[src/rtl/prio_irq_pkg.sv]
package prio_irq_pkg;
  typedef enum logic [1:0] {
    TGT_NONE = 2'd0,
    TGT_NMI  = 2'd1,
    TGT_SRC  = 2'd2
  } ack_tgt_e;
endpackage

[src/rtl/prio_irq_pending.sv]
module prio_irq_pending #(
  parameter int N_SRC = 8,
  localparam int NS = N_SRC + 1
) (
  input  logic          clk,
  input  logic          rst,
  input  logic [N_SRC-1:0] dev_req,
  input  logic [N_SRC-1:0] en,
  input  logic          trap_set,
  input  logic          nmi_in,
  input  logic [NS-1:0] clr_src,
  input  logic          clr_nmi,
  output logic [NS-1:0] pend_n,
  output logic          nmi_n
);
  logic [NS-1:0] pend_q;
  logic          nmi_q;

  always_comb begin
    pend_n = (pend_q & ~clr_src) | {trap_set, dev_req & en};
    nmi_n  = (nmi_q & ~clr_nmi) | nmi_in;
  end

  always_ff @(posedge clk) begin
    if (rst) begin
      pend_q <= '0;
      nmi_q  <= 1'b0;
    end else begin
      pend_q <= pend_n;
      nmi_q  <= nmi_n;
    end
  end

  for (genvar g = 0; g < NS; g++) begin : g_hold
    // a latched request survives until its own clear
    p_hold_r2: assert property (@(posedge clk) disable iff (rst)
      (pend_q[g] && !clr_src[g]) |=> pend_q[g]);
  end

  // the non-maskable latch drops only on its clear
  p_nmi_hold_r6: assert property (@(posedge clk) disable iff (rst)
    (nmi_q && !clr_nmi) |=> nmi_q);
endmodule

[src/rtl/prio_irq_isr.sv]
module prio_irq_isr #(
  parameter int NS = 9
) (
  input  logic          clk,
  input  logic          rst,
  input  logic          eoi,
  input  logic [NS-1:0] set_src,
  output logic [NS-1:0] isr_q,
  output logic [NS-1:0] allow_n
);
  logic [NS-1:0] isr_n;
  logic [NS-1:0] top_bit;

  always_comb begin
    top_bit = isr_q & (~isr_q + NS'(1));
    isr_n   = (eoi ? (isr_q & ~top_bit) : isr_q) | set_src;
  end

  // allow_n[i]: no in-service entry at index <= i
  assign allow_n[0] = ~isr_n[0];
  for (genvar g = 1; g < NS; g++) begin : g_allow
    assign allow_n[g] = allow_n[g-1] & ~isr_n[g];
  end

  always_ff @(posedge clk) begin
    if (rst) isr_q <= '0;
    else     isr_q <= isr_n;
  end

  // at most one source is pushed per cycle
  p_single_push_r7: assert property (@(posedge clk) disable iff (rst)
    $onehot0(set_src));

  // a lone end-of-interrupt pops exactly one entry
  p_pop_one_r9: assert property (@(posedge clk) disable iff (rst)
    (eoi && (isr_q != '0) && (set_src == '0)) |=>
      ($countones(isr_q) + 1 == $countones($past(isr_q))));
endmodule

[src/rtl/prio_irq_resolve.sv]
module prio_irq_resolve #(
  parameter int NS    = 9,
  parameter int IDX_W = 4
) (
  input  logic [NS-1:0]    cand,
  output logic             hit,
  output logic [IDX_W-1:0] idx
);
  always_comb begin
    hit = |cand;
    idx = '0;
    for (int i = NS - 1; i >= 0; i--) begin
      if (cand[i]) idx = IDX_W'(i);
    end
  end
endmodule

[src/rtl/prio_irq_ctrl.sv]
module prio_irq_ctrl
  import prio_irq_pkg::*;
#(
  parameter int N_SRC    = 8,
  parameter int VEC_W    = 8,
  parameter int VEC_BASE = 32,
  parameter int NMI_VEC  = 2
) (
  input  logic               clk,
  input  logic               rst,
  input  logic [N_SRC-1:0]   dev_req,
  input  logic               en_wr,
  input  logic [N_SRC-1:0]   en_data,
  input  logic               cpu_mask,
  input  logic               trap_set,
  input  logic               nmi_in,
  input  logic               ack,
  input  logic               eoi,
  output logic               irq,
  output logic               nmi_req,
  output logic [VEC_W-1:0]   vector,
  output logic [N_SRC:0]     in_service
);
  localparam int NS    = N_SRC + 1;
  localparam int IDX_W = $clog2(NS);

  logic [N_SRC-1:0] en_q;
  logic             irq_q, nmi_q;
  logic [IDX_W-1:0] sel_q;
  logic [VEC_W-1:0] vec_q;
  ack_tgt_e         tgt;
  logic [NS-1:0]    clr_src, pend_n, allow_n, isr_q;
  logic             clr_nmi, nmi_n, hit;
  logic [IDX_W-1:0] idx;

  // the acknowledge applies to what the processor was shown
  always_comb begin
    tgt = TGT_NONE;
    if (ack) begin
      if (nmi_q)      tgt = TGT_NMI;
      else if (irq_q) tgt = TGT_SRC;
    end
    clr_nmi = (tgt == TGT_NMI);
    clr_src = (tgt == TGT_SRC) ? (NS'(1) << sel_q) : '0;
  end

  prio_irq_pending #(.N_SRC(N_SRC)) u_pending (
    .clk(clk), .rst(rst), .dev_req(dev_req), .en(en_q),
    .trap_set(trap_set), .nmi_in(nmi_in), .clr_src(clr_src),
    .clr_nmi(clr_nmi), .pend_n(pend_n), .nmi_n(nmi_n)
  );

  prio_irq_isr #(.NS(NS)) u_isr (
    .clk(clk), .rst(rst), .eoi(eoi), .set_src(clr_src),
    .isr_q(isr_q), .allow_n(allow_n)
  );

  prio_irq_resolve #(.NS(NS), .IDX_W(IDX_W)) u_resolve (
    .cand(pend_n & allow_n), .hit(hit), .idx(idx)
  );

  always_ff @(posedge clk) begin
    if (rst) begin
      en_q  <= '0;
      irq_q <= 1'b0;
      nmi_q <= 1'b0;
      sel_q <= '0;
      vec_q <= '0;
    end else begin
      if (en_wr) en_q <= en_data;
      irq_q <= hit & ~cpu_mask;
      nmi_q <= nmi_n;
      sel_q <= idx;
      if (nmi_n)                vec_q <= VEC_W'(NMI_VEC);
      else if (hit & ~cpu_mask) vec_q <= VEC_W'(VEC_BASE + int'(idx));
      else                      vec_q <= '0;
    end
  end

  assign irq        = irq_q;
  assign nmi_req    = nmi_q;
  assign vector     = vec_q;
  assign in_service = isr_q;

  logic [NS-1:0] upto_sel;
  assign upto_sel = (NS'(2) << sel_q) - NS'(1);

  p_mask_quiet_r5: assert property (@(posedge clk) disable iff (rst)
    $past(cpu_mask) |-> !irq_q);
  p_nmi_vector_r6: assert property (@(posedge clk) disable iff (rst)
    nmi_q |-> (vec_q == VEC_W'(NMI_VEC)));
  p_nmi_ack_r6: assert property (@(posedge clk) disable iff (rst)
    (ack && nmi_q) |=> (nmi_q == $past(nmi_in)));
  p_vector_r3: assert property (@(posedge clk) disable iff (rst)
    (irq_q && !nmi_q) |-> (vec_q == VEC_W'(VEC_BASE + int'(sel_q))));
  p_ack_push_r7: assert property (@(posedge clk) disable iff (rst)
    (ack && irq_q && !nmi_q) |=> isr_q[$past(sel_q)]);
  p_threshold_r8: assert property (@(posedge clk) disable iff (rst)
    irq_q |-> ((isr_q & upto_sel) == '0));
  p_idle_ack_r10: assert property (@(posedge clk) disable iff (rst)
    (ack && !irq_q && !nmi_q && !eoi) |=> $stable(isr_q));
endmodule

[config.mk]
export PLATFORM = sky130hd
export DESIGN_NAME = prio_irq_ctrl
export DESIGN_NICKNAME = d
export VERILOG_FILES = /design/src/rtl/prio_irq_pkg.sv /design/src/rtl/prio_irq_pending.sv /design/src/rtl/prio_irq_isr.sv /design/src/rtl/prio_irq_resolve.sv /design/src/rtl/prio_irq_ctrl.sv
export SDC_FILE = /design/constraint.sdc
export NUM_CORES = 1
export LEC_CHECK = 0
export BUFFER_PORTS_ARGS = -buffer_cell sky130_fd_sc_hd__buf_4
export CORE_MARGIN = 2
export CORE_UTILIZATION = 57
export DETAILED_ROUTE_END_ITERATION = 8
export GPL_TIMING_DRIVEN = 0
export HOLD_SLACK_MARGIN = 0.02
export PLACE_DENSITY = 0.84
export RECOVER_POWER = 50
export SYNTH_ARGS = -nofsm -noshare
export SYNTH_HDL_FRONTEND = slang
export SYNTH_SLANG_ARGS = --single-unit
[constraint.sdc]
create_clock -name clk -period 6.2 [get_ports clk]
set_clock_uncertainty 0.2 [all_clocks]
set_input_delay 0 -clock clk [delete_from_list [all_inputs] [get_ports clk]]
set_output_delay 0 -clock clk [all_outputs]
set_load 0.005 [all_outputs]
==> results of run 1 <==
-- worst max-delay path by stage --
stage | startpoint | depth (start not counted) | end | slack, ps
3_3_place_gp | u_isr.isr_q[0] | 7 | vector[3] | 3650
4_1_cts | u_isr.isr_q[0] | 7 | sel_q[3] | 3650
6_report | u_isr.isr_q[1] | 8 | vector[2] | 3170
2_1_floorplan | u_isr.isr_q[1] | 7 | sel_q[3] | 3970
5_1_grt | u_isr.isr_q[1] | 8 | sel_q[1] | 2910
3_5_place_dp | u_isr.isr_q[0] | 7 | sel_q[3] | 3660
-- layer usage --
metal / vias up / routed length (um) / GRT usage, %
li1: 887 / - / -
met1: 894 / 2020 / 33.3
met2: 65 / 2620 / 53.7
met3: 20 / 263 / 5.97
met4: 0 / 193 / 19.4
met5: - / 0 / 0
-- cells in the final DEF (no fill, tap or decap), types with 6 or more instances in the layout --
master	n
a21oi_1	17
buf_4	24
clkbuf_1	7
clkbuf_4	20
dfxtp_1	37
dlygate4sd3_1	31
mux2i_1	8
nand2_1	16
nand3_1	6
nor2_1	34
nor2b_1	7
o21ai_0	8
-- sequential cells by signal (all words and copies together) (netlist names) --
register	count
en_q	8
irq	1
sel_q	4
u_isr.isr_q	9
u_pending.nmi_q	1
u_pending.pend_q	9
vector	5
-- report_power, final --
group	internal (mW)	switching, mW
Combinational	0.0588	0.0560
Sequential	0.251	0.0123
Clock	0.0535	0.0760
-- layout make-up --
class / count / area (sq um)
multi-input cells: 155 / 971
plain buffers: 9 / 60.1
well taps: 44 / 55.1
inverters: 4 / 15.0
clock buffers: 7 / 55.1
flip-flops and latches: 37 / 741
repair buffers: 69 / 588
fillers: 198 / 543
-- worst max-delay path: stages (launching register included) --
cell and delay (ps):
dfxtp_1 340, buf_6 140, nor4b_1 710, nand2_1 290, o21ai_0 340, a311oi_1 160, o2111ai_1 310, nand3_2 180
a2111oi_2 250
-- metrics by stage --
stage / instances / cell area [sq um] / setup slack, ps / hold WS, ps / power (mW)
finish: 325 / 2480 / 3170 / 61.9 / 0.507
floorplan: 205 / 1820 / 3970 / -124 / 0.328
detailed placement: 287 / 2160 / 3660 / 12.5 / 0.360
global placement: 287 / 2160 / 3650 / 10.9 / 0.359
global route: 325 / 2480 / 2910 / 102 / 0.529
CTS: 325 / 2530 / 3650 / 20.1 / 0.501
-- logic make-up after synthesis --
family,Yosys count,share of synthesized area [%]
AOI/OAI and AO/OA,56,23.5
other,1,0.207
buffers and inverters,13,4.14
muxes,8,4.42
and+or+nand+nor,87,26.4
DFF,37,40.9
adders and majority gates,1,0.552
-- timing repair --
item | CTS | global route
hold endpoints to repair | 29 | 0
setup endpoints to repair | 0 | 0
setup buffers | 0 | 0
hold buffers | 31 | 0
==> impl_results.md, run 1 <==
- Max Slew Vio Count: 0
- Die W: 60.4 um
- Post-synth top cells: dfxtp_1 (37), nor2_1 (34), a21oi_1 (17)
- DRT Pass-1 Iters: 4
- Port Buffer Count: 38
- Final core utilization: 82.1%
- Routed len/inst: 15.7 um
- Worst setup EP type: flip-flop
- P&R area growth vs syn: 37.1%
- Skew-Pair Late Insertion Delay: roughly 350 ps
- Largest net degree at the start of global routing: 11
- Top-level I/O count: 43
- Synth area leader: dfxtp_1
- Type of the worst setup path: flip-flop to flip-flop
- Most common cell in the netlist: dfxtp_1
- Crit path time final: between 3000 and 4000 ps
- Post-Syn Area: between 1500 and 2000 sq um
- WP data arrival: between 3000 and 4000 ps
- Initial antenna violation count: 0
- DRC errors left: 0
- Worst hold path stage count: 3
- First-pass GRT wire length: roughly 8.0 mm
- Peak VDD IR: 0.175 mV
- Max Clock Freq: 330 MHz
- Final hold vios: 0
- Initial Util: 59.9%
- FF+latch count, synth: 37
- Ys Warns: 0
- Core area: around 3000 sq um
- Die Ht: just over 60 um
- Primary FF master, synth: dfxtp_1
- Mean Syn Cell Area: 8.93 sq um
- Clock root buffer: clkbuf_4
- Slew headroom: approximately 45%
- Num rows: 20
- Post-DP HPWL: 3.07 mm
- DRT iter0 DRCs: between 100 and 150
- Async SR Flop Fraction: 0%
- Post-route ant nets: 0
- # diodes: 0
- Crit path max fanout: 10
- Cell variety after synth: between 50 and 60
- Layout Nets: between 300 and 400
- GP Congestion: between 0.9 and 1
- Slew @ Worst Pin: ~800 ps
- Min-delay src: en_wr
- Setup slack, reg-to-reg: ~3200 ps
- Fraction of layout cells with a size suffix above 1: roughly 22%
- P_leak: about 1.1 nW
- Clock Pin Slew Worst Setup and Hold Paths: about 100 ps
- Hold endpoint: en_q[5]
- Post-synth EDFFs: 0
- Mapped Cells: a little over 200
- Worst path required time: between 6000 and 7000 ps
- Cells on worst reg2reg path: 8
- RSZ-0062 raised after global routing: false
- Pwr/cell area: around 200 nW/um^2
- Final WL: ~5.1 mm
- Setup TNS: 0 ps
- Setup-failing EPs final: 0
- Post-synthesis sequential area ratio: around two fifths
- Top cells by area, synth: dfxtp_1 (41%), nor2_1 (7.0%), a21oi_1 (4.7%)
- Vias in the first global route: between 1,500 and 2,000
- Critical R2R Launch: u_isr.isr_q[1]
- Clock tree buffer depth: 2
- CTS resizes: 0
- Run status: completed
- GRT overflow: 0
- Vias per cell: roughly 5.7
- Critical R2R Capture: vector[2]
- Total clock buffers created by CTS: 5
- CTS sink cnt: 37
- Top cell type's share of synthesized area: about two fifths
- CP Launch Type: flip-flop
- Total number of vias: around 1,900
- TritonCTS clock tree: built
- Fin crit share: between 40% and 50%
- Max-Cap Viols: 0
- CTS H-tree lvls: 2
- GRT Total Usage: 30.5%
- Min-Delay Path Class: input port to flip-flop
- Die area: 3650 sq um
Note: power is estimated with default switching activity, not from simulation.
==> inputs of run 2 (changes only) <==
--- a/config.mk
+++ b/config.mk
@@ -7,11 +7,11 @@
 export LEC_CHECK = 0
 export BUFFER_PORTS_ARGS = -buffer_cell sky130_fd_sc_hd__buf_4
 export CORE_MARGIN = 2
-export CORE_UTILIZATION = 57
+export CORE_UTILIZATION = 53
 export DETAILED_ROUTE_END_ITERATION = 8
 export GPL_TIMING_DRIVEN = 0
 export HOLD_SLACK_MARGIN = 0.02
-export PLACE_DENSITY = 0.84
+export PLACE_DENSITY = 0.79
 export RECOVER_POWER = 50
 export SYNTH_ARGS = -nofsm -noshare
 export SYNTH_HDL_FRONTEND = slang
==> constraint.sdc (replaced) <==
create_clock -name clk -period 3 [get_ports clk]
set_clock_uncertainty 0.2 [all_clocks]
set_input_delay 0 -clock clk [delete_from_list [all_inputs] [get_ports clk]]
set_output_delay 0 -clock clk [all_outputs]
set_load 0.005 [all_outputs]
==> impl_results.md, run 2 (synthesis results as in run 1) <==
- Port Buffer Count: 38
- Logic gate share of total power: about a fifth
- Design Area, Final: 2580 sq um
- Final setup margin: around 270 ps
- Clock root buffer: clkbuf_4
- Slew @ Worst Pin: 683 ps
- WP data arrival: ~2800 ps
- Die Ht: 62.5 um
- Die area: just under 4000 sq um
- Buf+Inv Stages, Crit Path: 0
- Setup slack, reg-to-reg: ~270 ps
- Slowest-stage cell, CP: or4b_1
- Cells on worst reg2reg path: 7
- CTS resizes: 0
- Vias per cell: about 5.5
- CTS sink cnt: 37
- TritonCTS clock tree: built
- DRC errors left: 0
- Max Clock Freq: ~370 MHz
- CP delay by family, top: simple AND/OR/NAND/NOR gates
- Total number of vias: 1,816
- Clock Pin Slew Worst Setup and Hold Paths: about 110 ps
- CP startpoint: u_isr.isr_q[0]
- Initial antenna violation count: 0
- Largest registers: u_isr.isr_q x9, u_pending.pend_q x9, en_q x8
- Fraction of layout cells with a size suffix above 1: around a quarter
- DP Area: approximately 2200 sq um
- CP Capture Point: sel_q[3]
- P_leak: between 1 and 1.5 nW
- CP Depth: 7
- Run status: completed
- Most frequent cells in the layout: dfxtp_1 (37), nor2_1 (34), dlygate4sd3_1 (32)
- Crit path max fanout: 8
- Vias in the first global route: around 1,800
- CP peak stage delay: 610 ps
- DRT iter0 DRCs: 90
- DRT Pass-1 Iters: 5
- Largest net degree at the start of global routing: 13
- Final core utilization: 78.0%
- Total clock buffers created by CTS: 5
- Routed len/inst: approximately 14 um
- Max Slew Vio Count: 0
- # diodes: 0
- Setup TNS: 0 ps
- CTS H-tree lvls: 2
- GP Congestion: between 0.8 and 0.9
- Pwr/cell area: 467 nW/um^2
- CP Launch Type: flip-flop
- Min-Delay Path Class: input port to flip-flop
- Core area: about 3300 sq um
- Skew-Pair Late Insertion Delay: roughly 350 ps
- Sequential power share: 45.1%
- Clock tree buffer depth: 2
- Num rows: 21
- Fin crit share: between 90% and 100%
- Post-DP HPWL: around 3.1 mm
- Top-level I/O count: between 40 and 50
- Layout Nets: roughly 310
- Post-route ant nets: 0
- Setup-failing EPs final: 0
- RSZ-0062 raised after global routing: false
- Crit-path cells: or2b_2 -> o21a_1 -> nor2_1 -> o21ai_0 -> nand2_1 -> or4b_1 -> nor2_1
- Critical R2R Launch: u_isr.isr_q[0]
- Crit path top cell by count: nor2_1
- Slew headroom: around 54%
- Critical R2R Capture: sel_q[3]
- Worst path required time: roughly 3100 ps
- Dpl ws: 442 ps
- Switching share of power: 25.4%
- GRT overflow: 0
- Max-Cap Viols: 0
- Final Power: approximately 1.2 mW
- Initial Util: about 55%
- Internal: between 0.9 and 1 mW
- Clk pwr share: 35.3%
- Switching power: a little over 0.3 mW
- Peak VDD IR: around 0.36 mV
- Final hold vios: 0
- Type of the worst setup path: flip-flop to flip-flop
- P&R area growth vs syn: 42.4%
- Die W: about 62 um
- Crit path time final: roughly 2700 ps
- First-pass GRT wire length: about 7.8 mm
- GRT Total Usage: between 20% and 30%
- Commonest non-fill, non-tap cell in the layout: dfxtp_1
- Worst setup EP type: flip-flop
- Final WL: 4.71 mm
## run 2: cell type report
| type | instances | area [sq um] |
|---|---|---|
| flip-flops and latches | 37 | 741 |
| inverters | 4 | 15.0 |
| fillers | 254 | 728 |
| plain buffers | 9 | 60.1 |
| clock buffers | 5 | 37.5 |
| multi-input cells | 155 | 1000 |
| well taps | 46 | 57.6 |
| clock inverters | 3 | 65.1 |
| repair buffers | 70 | 602 |
## run 2: worst min path at each step
stage          startpoint             endpoint  slack [ps]  depth (start not counted)
6_report       dev_req[3]  u_pending.pend_q[3]         270                          4
5_1_grt        dev_req[3]  u_pending.pend_q[3]         280                          4
4_1_cts               rst             sel_q[2]         180                          3
3_5_place_dp          rst             sel_q[2]          10                          2
3_3_place_gp          rst             sel_q[2]          10                          2
2_1_floorplan         rst             sel_q[2]        -120                          1
## run 2: metrics by stage
stage                     cells  hold slack, ps
after floorplan             205            -124
after global placement      289            11.9
after detailed placement    289            11.7
after CTS                   329             181
after global routing        329             284
final                       329             272
## run 2: metal layers
metal  share of wire, %  track usage, %  vias to the layer above
met2                 51            45.6                       71
met4                2.6            11.9                        0
met1                 40            28.6                      835
met3                7.0            5.59                       17
met5                  0               0                        -
li1                   -               -                      893
## run 2: power by group through the flow
stage	clock, mW	combinational, mW	sequential, mW
2_1_floorplan	0	0.129	0.549
5_1_grt	0.454	0.258	0.547
6_report	0.426	0.237	0.544
4_1_cts	0.427	0.231	0.542
3_3_place_gp	0	0.191	0.553
3_5_place_dp	0	0.193	0.553
## run 2: repair_timing
action	CTS	global route
hold endpoints to repair	30	0
hold buffers	32	0
setup buffers	0	0
## run 2: worst reg2reg max path: cells and delay by family (launching register included)
family / cells / cell delay [ps]
AO/OA/AOI/OAI: 2 / 690
flip-flops: 1 / 510
AND/OR/NAND/NOR: 5 / 1270
==> inputs of run 3 (changes only) <==
--- a/config.mk
+++ b/config.mk
@@ -11,6 +11,7 @@
 export DETAILED_ROUTE_END_ITERATION = 8
 export GPL_TIMING_DRIVEN = 0
 export HOLD_SLACK_MARGIN = 0.02
+export MAX_ROUTING_LAYER = met4
 export PLACE_DENSITY = 0.79
 export RECOVER_POWER = 50
 export SYNTH_ARGS = -nofsm -noshare
==> impl_results.md, run 3 (synthesis results as in run 1) <==
- Hold endpoint: u_pending.pend_q[0]
- Setup slack, reg-to-reg: 360 ps
- Final hold vios: 0
- Initial antenna violation count: 0
- Num rows: 21
- Commonest non-fill, non-tap cell in the layout: dfxtp_1
- Clk pwr share: 24.2%
- Clock root buffer: clkbuf_4
- Clock tree buffer depth: 2
- Peak VDD IR: roughly 0.32 mV
- Largest net degree at the start of global routing: 12
- Worst path required time: approximately 3100 ps
- Vias per cell: about 5.5
- Min-Delay Path Class: input port to flip-flop
- First-pass GRT wire length: around 7.7 mm
- Final core utilization: 76.5%
- CP startpoint: u_isr.isr_q[0]
- Internal: 0.732 mW
- GP Congestion: 0.874
- Post-route ant nets: 0
- Core area: around 3300 sq um
- Switching share of power: roughly 29%
- Sequential power share: a little over half
- Die W: 62.5 um
- Switching power: 0.296 mW
- Top-level I/O count: 43
- WP data arrival: 2720 ps
- Die Ht: ~62 um
- GRT overflow: 0
- Critical R2R Launch: u_isr.isr_q[0]
- TritonCTS clock tree: built
- Most frequent cells in the layout: dfxtp_1 (37), nor2_1 (34), dlygate4sd3_1 (32)
- Max Clock Freq: between 300 and 400 MHz
- Layout Nets: approximately 310
- Run status: completed
- Slew @ Worst Pin: just over 600 ps
- Final WL: 4.56 mm
- Die area: slightly below 4000 sq um
- Worst setup EP type: flip-flop
- DRT iter0 DRCs: 68
- Type of the worst setup path: flip-flop to flip-flop
- Vias in the first global route: roughly 1,700
- Largest registers: u_isr.isr_q x9, u_pending.pend_q x9, en_q x8
- Setup-failing EPs final: 0
- CP Launch Type: flip-flop
- Skew-Pair Late Insertion Delay: between 300 and 400 ps
- Clock Pin Slew Worst Setup and Hold Paths: ~100 ps
- # diodes: 0
- Post-DP HPWL: about 3.2 mm
- Min-delay src: dev_req[0]
- Max-Cap Viols: 0
- Pwr/cell area: just over 400 nW/um^2
- Setup Fix Bufs, Post-CTS: 0
- Fin crit share: approximately 90%
- Fraction of layout cells with a size suffix above 1: a little under a quarter
- RSZ-0062 raised after global routing: false
- Slew headroom: 59.0%
- Setup TNS: 0 ps
- DRC errors left: 0
- Layout Cells excl Fill: between 300 and 400
- DRT Pass-1 Iters: 4
- GRT Total Usage: roughly a quarter
- Total clock buffers created by CTS: 5
- Number of fill cells: 275
- Crit path time final: about 2600 ps
- Register area: 741 sq um
- Total number of vias: 1,794
- Max Slew Vio Count: 0
- Worst hold path stage count: 4
- Cells on worst reg2reg path: 7
- Logic gate share of total power: a little under a quarter
- P&R area growth vs syn: 39.6%
- Critical R2R Capture: vector[3]
- DP Cell Count: approximately 290
- P_leak: ~1.1 nW
- Initial Util: about 55%
- Multi-input gate area: approximately 1000 sq um
- Port Buffer Count: 38
- CTS sink cnt: 37
- Routed len/inst: 13.9 um
- Final Power: between 1 and 1.5 mW
- Crit path max fanout: 8
- CTS H-tree lvls: 2
## run 3: cell types whose count changed in the layout (fill, tap and decap cells not counted)
cell / change
bufinv_16: -2
clkbuf_1: +1
clkinv_2: +1
## run 3: how the worst max path moves through the flow
stage | cells after the start | slack (ps) | end
2_1_floorplan | 7 | 770 | sel_q[3]
3_3_place_gp | 7 | 440 | vector[3]
3_5_place_dp | 7 | 400 | sel_q[3]
4_1_cts | 7 | 400 | sel_q[3]
5_1_grt | 8 | 210 | sel_q[1]
6_report | 7 | 360 | vector[3]
## run 3: critical path, cell delays in order (launching register included)
cell	delay [ps]
dfxtp_1	510
or2b_2	250
o21a_1	140
nor2_1	40
o21ai_0	490
nand2_1	230
or4b_1	610
nor2_1	100
## run 3: area by class of cell
| type | count | share of cell area (%) |
|---|---|---|
| plain buffers | 9 | 2.37 |
| well taps | 46 | 2.27 |
| repair buffers | 70 | 23.8 |
| multi-input cells | 155 | 39.7 |
| inverters | 4 | 0.593 |
| flip-flops and latches | 37 | 29.3 |
| clock buffers | 6 | 1.63 |
| clock inverters | 2 | 0.395 |
## run 3: routing by layer
layer	global-route usage, %	wire (um)	up-vias
met4	13.1	143	0
met3	4.14	138	17
met5	-	0	-
met1	28.6	2000	845
met2	45.0	2280	41
li1	-	-	891
## run 3: power by group through the flow
stage / combinational [mW] / clock [mW] / sequential [mW]
2_1_floorplan: 0.129 / 0 / 0.549
3_3_place_gp: 0.191 / 0 / 0.553
3_5_place_dp: 0.194 / 0 / 0.554
4_1_cts: 0.232 / 0.252 / 0.543
5_1_grt: 0.257 / 0.273 / 0.548
6_report: 0.235 / 0.249 / 0.543
## run 3: stage by stage
| step | hold slack, ps | cell area [sq um] | setup WS [ps] |
|---|---|---|---|
| floorplan | -124 | 1820 | 768 |
| global placement | 11.9 | 2160 | 443 |
| detailed placement | 9.69 | 2160 | 398 |
| CTS | 189 | 2530 | 399 |
| global route | 285 | 2530 | 212 |
| finish | 276 | 2530 | 364 |
## run 3: timing repair
item / in CTS / in global routing
hold buffers: 32 / 0
hold endpoints to repair: 30 / 0
gates resized for setup: 0 / 0
